### src/rtl/exact_dest_filter.sv
`timescale 1ns/1ps
module exact_dest_filter #(
  parameter int ENTRIES    = 16,
  parameter int ADDR_BYTES = 6
) (
  input  logic       clk,
  input  logic       rst_n,
  input  logic       pass_all,
  input  logic       cfg_start,
  input  logic       cfg_valid,
  input  logic [7:0] cfg_byte,
  input  logic       da_start,
  input  logic       da_valid,
  input  logic [7:0] da_byte,
  output logic       res_valid,
  output logic       res_accept
);
  localparam int ADDR_W     = 8 * ADDR_BYTES;
  localparam int SLOT_BYTES = 2 * ADDR_BYTES;
  localparam int SW         = $clog2(ENTRIES);
  localparam int PW         = $clog2(SLOT_BYTES);
  localparam int DW         = $clog2(ADDR_BYTES);

  logic [ADDR_W-1:0] shadow  [ENTRIES];
  logic [ADDR_W-1:0] table_q [ENTRIES];
  logic              tbl_loaded;

  logic          cfg_busy;
  logic [SW-1:0] slot_q;
  logic [PW-1:0] pos_q;

  wire           cfg_take = cfg_valid && (cfg_start || cfg_busy);
  wire [SW-1:0]  slot_w   = cfg_start ? '0 : slot_q;
  wire [PW-1:0]  pos_w    = cfg_start ? '0 : pos_q;
  wire           pos_used = ~pos_w[1];
  wire [PW-1:0]  bidx     = {1'b0, pos_w[PW-1:2], pos_w[0]};
  wire           last_pos = (pos_w == PW'(SLOT_BYTES - 1));
  wire           commit   = cfg_take && last_pos && (slot_w == SW'(ENTRIES - 1));

  always_ff @(posedge clk) begin
    if (cfg_take && pos_used)
      for (int b = 0; b < ADDR_BYTES; b++)
        if (bidx == PW'(b)) shadow[slot_w][ADDR_W-1-8*b -: 8] <= cfg_byte;
  end

  always_ff @(posedge clk) begin
    if (!rst_n) begin
      cfg_busy   <= 1'b0;
      slot_q     <= '0;
      pos_q      <= '0;
      tbl_loaded <= 1'b0;
      for (int e = 0; e < ENTRIES; e++) table_q[e] <= '0;
    end else if (cfg_take) begin
      cfg_busy <= !commit;
      pos_q    <= last_pos ? '0 : pos_w + 1'b1;
      slot_q   <= last_pos ? slot_w + 1'b1 : slot_w;
      if (commit) begin
        tbl_loaded <= 1'b1;
        for (int e = 0; e < ENTRIES; e++) table_q[e] <= shadow[e];
      end
    end
  end

  logic                da_busy;
  logic [DW-1:0]       dcnt;
  logic [ADDR_W-9:0]   acc;
  logic [ENTRIES-1:0]  hit;

  wire              da_take   = da_valid && (da_start || da_busy);
  wire [DW-1:0]     dcnt_w    = da_start ? '0 : dcnt;
  wire              da_last   = (dcnt_w == DW'(ADDR_BYTES - 1));
  wire [ADDR_W-1:0] full_addr = {acc, da_byte};

  for (genvar i = 0; i < ENTRIES; i++) begin : g_cmp
    assign hit[i] = (table_q[i] == full_addr);
  end

  always_ff @(posedge clk) begin
    if (!rst_n) begin
      da_busy    <= 1'b0;
      dcnt       <= '0;
      acc        <= '0;
      res_valid  <= 1'b0;
      res_accept <= 1'b0;
    end else begin
      res_valid  <= da_take && da_last;
      res_accept <= da_take && da_last && (pass_all || (tbl_loaded && |hit));
      if (da_take) begin
        da_busy <= !da_last;
        dcnt    <= dcnt_w + 1'b1;
        acc     <= full_addr[ADDR_W-9:0];
      end
    end
  end
endmodule

### config.mk
export PLATFORM = sky130hd
export DESIGN_NAME = exact_dest_filter
export DESIGN_NICKNAME = d
export VERILOG_FILES = /design/src/rtl/exact_dest_filter.sv
export SDC_FILE = /design/constraint.sdc
export NUM_CORES = 2
export LEC_CHECK = 0
export BUFFER_PORTS_ARGS = -buffer_cell sky130_fd_sc_hd__clkbuf_2
export CAP_MARGIN = 25
export CORE_MARGIN = 2
export CORE_UTILIZATION = 59
export CTS_CLUSTER_SIZE = 30
export DETAILED_ROUTE_END_ITERATION = 6
export PLACE_DENSITY = 0.75
export SLEW_MARGIN = 5
export SYNTH_ARGS = -nofsm -noshare
export SYNTH_HDL_FRONTEND = slang
export SYNTH_SLANG_ARGS = --single-unit
### constraint.sdc
create_clock -name clk -period 188.7 [get_ports clk]
set_clock_uncertainty 0.2 [all_clocks]
set_input_delay 37.74 -clock clk [delete_from_list [all_inputs] [get_ports clk]]
set_output_delay 37.74 -clock clk [all_outputs]
set_load 0.005 [all_outputs]
==> flow_metrics.env <==
export IMPL_fin_setup_tns_ps=0
export IMPL_synth_avg_cell_area_sq_um=16.1
export IMPL_arrival_ps=43690
export IMPL_synth_simple_area_share_pct=11.8
export IMPL_whs_ps=287
export IMPL_gp_congestion=0.827
export IMPL_clock_root_buffer="clkbuf_16"
export IMPL_max_cap_violations=0
export IMPL_grtUsageTotal_pct=30.0
export IMPL_final_cells=5497
export IMPL_relSlewSlack_pct=25.6
export IMPL_worst_r2r_cell_count=12
export IMPL_die_width_um=331
export IMPL_utilization_pct=65.8
export IMPL_rsz0062_at_grt="no"
export IMPL_avgViaCountPerCell=6.01
export IMPL_synth_top_family_by_area="simple AND/OR/NAND/NOR gates"
export IMPL_p_switching_uw=153
export IMPL_core_area_sq_um=106000
export IMPL_startpoint_type="primary input"
export IMPL_synth_edf_count=1536
export IMPL_synth_cells=3920
export IMPL_rows=119
export IMPL_p_int_uw=571
export IMPL_postRouteAntennaNets=0
export IMPL_status="completed"
export IMPL_drt_wirelength_per_cell_um=29.4
export IMPL_cpMostUsedCell="buf_4"
export IMPL_hold_viol=0
export IMPL_grt_overflow=0
export IMPL_synth_compound_area_share_pct=0.590
export IMPL_drtIter0Drc=4589
export IMPL_num_vias=33100
export IMPL_r2r_end="table_q[1][48]"
export IMPL_yosys_warnings=0
export IMPL_routed_wl_mm=161
export IMPL_antenna_found_initial=2
export IMPL_tritoncts="built"
export IMPL_period_minus_slack_ps=43460
export IMPL_yosysTopAreaCellShare_pct=73.2
export IMPL_cts_buffers=151
export IMPL_timing_fmax_mhz=23.0
export IMPL_fin_nets=4010
export IMPL_cts_resized=0
export IMPL_die_area_sq_um=109000
export IMPL_grt_pass1_vias=31700
export IMPL_switching_share_pct=21.1
export IMPL_critPathRequiredTime_ps=188920
export IMPL_ys_top_cells_by_count="edfxtp_1, and2_1, xnor2_1"
export IMPL_yosysMostFrequentCell="edfxtp_1"
export IMPL_synthMuxAreaShare_pct=0
export IMPL_dp_cells=5212
export IMPL_syn2layout_area_growth_pct=10.3
export IMPL_reg2reg_slack_ps=182360
export IMPL_endpoint="table_q[1][48]"
export IMPL_grt_max_degree=136
export IMPL_synth_ff_type="edfxtp_1"
export IMPL_crit_path_max_incr_delay_ps=880
export IMPL_insertion_delay_ps=780
export IMPL_first_pass_iters=7
export IMPL_synth_top_area_cell="edfxtp_1"
export IMPL_synth_seq_cells=1592
export IMPL_grt_pass1_wl_mm=225
export IMPL_io_buffers=24
export IMPL_synth_area_leaders="edfxtp_1, xnor2_1, and2_1, nand4_1, dfxtp_1"
export IMPL_path_cells="clkbuf_2, nand2b_1, inv_1, ha_1, nor2b_1, nand3_2, o21ai_4, buf_4, buf_4, buf_4, buf_4, buf_4, buf_16"
export IMPL_worstSetupPathType="in -> reg"
export IMPL_initial_utilization_pct=59.7
export IMPL_worst_pin_slew_ps=1110
export IMPL_postCtsHoldBufs=0
export IMPL_synthArstFlopShare_pct=0
export IMPL_clkTransAtPathRegs_ps=60
export IMPL_synth_adder_area_share_pct=0.139
export IMPL_crit_fanout=77
export IMPL_io_pins=25
export IMPL_cts_sinks=1592
export IMPL_setup_violations=0
export IMPL_syn_nets=3950
export IMPL_p_leak_uw=0.0218
export IMPL_cp_end_kind="flop"
export IMPL_drive_gt1_share_pct=9.21
export IMPL_worst_path_max_delay_cell="buf_4"
export IMPL_totalPowerFinal_uw=724
export IMPL_power_density_nw_per_um2=10.4
export IMPL_synth_yosys_seq_area_share_pct=75.0
export IMPL_netlist_cell_type_count=38
export IMPL_slew_viol_final=0
export IMPL_fillers=6908
export IMPL_htree_levels=4
export IMPL_r2r_start="slot_q[0]"
export IMPL_postCtsSetupBuffers=0
export IMPL_hold_class="reg -> reg"
export IMPL_drc=0
export IMPL_synth_xor_area_share_pct=10.7
export IMPL_hpwl_mm=86.5
export IMPL_netlist_area_sq_um=63000
export IMPL_vdd_ir_drop_max_mv=0.00889
export IMPL_combPwrFrac_pct=3.9
export IMPL_seq_power_share_pct=55.2
export IMPL_clkPwrFrac_pct=40.9
export IMPL_chipHeight_um=331
export IMPL_crit_path_start="cfg_start"
export IMPL_fin_crit_sh_pct=23.0
export IMPL_clockBufferDepth=3
==> per-layer routing <==
| layer | GRT usage (%) | wire (um) |
|---|---|---|
| met1 | 41.2 | 59900 |
| met2 | 47.3 | 75500 |
| met3 | 5.32 | 17800 |
| met4 | 13.9 | 8250 |
| met5 | 0 | 0 |
==> how the worst min path moves through the flow <==
stage | from | to | slack [ps] | depth (start not counted)
6_report | acc[2] | acc[2] | 290 | 2
5_1_grt | acc[2] | acc[2] | 310 | 2
4_1_cts | acc[2] | acc[2] | 290 | 2
3_5_place_dp | acc[2] | acc[2] | 280 | 2
3_3_place_gp | acc[2] | acc[2] | 260 | 2
2_1_floorplan | tbl_loaded | tbl_loaded | 230 | 1
==> worst max-delay path, delay by kind of cell <==
family	cells	cell delay [ps]
AND/OR/NAND/NOR	3	840
buffers and inverters	8	4470
AO/OA/AOI/OAI	1	210
adder cells (fa/ha/maj)	1	250
==> placed cells by master, fill, tap and decap left out, types with 3 or more instances in the layout <==
cell type	Yosys	layout
a211oi_1	4	4
a21oi_1	46	46
and2_1	770	770
buf_16	0	6
buf_4	58	90
bufinv_16	0	9
clkbuf_1	55	31
clkbuf_16	0	153
clkbuf_2	35	15
clkbuf_8	0	9
clkinv_1	0	31
clkinv_2	0	30
clkinv_8	0	3
dfxtp_1	56	16
dfxtp_2	0	40
edfxtp_1	1536	1536
ha_1	7	7
inv_1	4	4
inv_16	0	4
inv_6	0	5
nand2_1	106	105
nand2b_1	3	3
nand3_1	21	21
nand4_1	197	197
nor2_1	110	109
nor2b_1	11	11
nor4_1	51	51
o21ai_0	4	3
o21ai_2	1	3
xnor2_1	770	770
==> power by group through the flow <==
stage	logic (uW)	clock network [uW]	registers (uW)
final	28.3	296	400
after global routing	29.8	310	401
after CTS	27.8	297	400
after global placement	27.0	0	407
after detailed placement	27.7	0	408
after floorplan	16.9	0	423
==> cell families (layout without fill, tap and decap cells) <==
| group | after synthesis | count (layout) |
|---|---|---|
| AOI/OAI and AO/OA | 66 | 66 |
| xor gates and xnor gates | 770 | 770 |
| adders and majority gates | 7 | 7 |
| buffers and inverters | 210 | 395 |
| DFF | 1592 | 1592 |
| other | 0 | 1 |
| and+or+nand+nor | 1275 | 1275 |
==> stage by stage <==
step,setup WS [ps],cell area [sq um]
after floorplan,93140,63000
after global placement,144430,64500
after detailed placement,144290,64500
after CTS,145080,69300
after global routing,144830,69500
final,145240,69500
==> area by class of cell <==
type	instances	area [sq um]	share of cell area [%]
Antenna cell	1	2.50	0.00360
Clock buffer	193	4070	5.86
Clock inverter	85	754	1.09
Inverter	5	18.8	0.0270
Multi-Input combinational cell	2118	14700	21.1
Sequential cell	1592	47300	68.1
Tap cell	1391	1740	2.50
Timing Repair Buffer	112	927	1.33
==> sequential cells by signal, summed over array words and instances (netlist names) <==
name        flops
pos_q           4
acc            40
res_valid       1
cfg_busy        1
dcnt            3
table_q       768
da_busy         1
res_accept      1
tbl_loaded      1
slot_q          4
shadow        768
(Power assumes the default switching activity.)
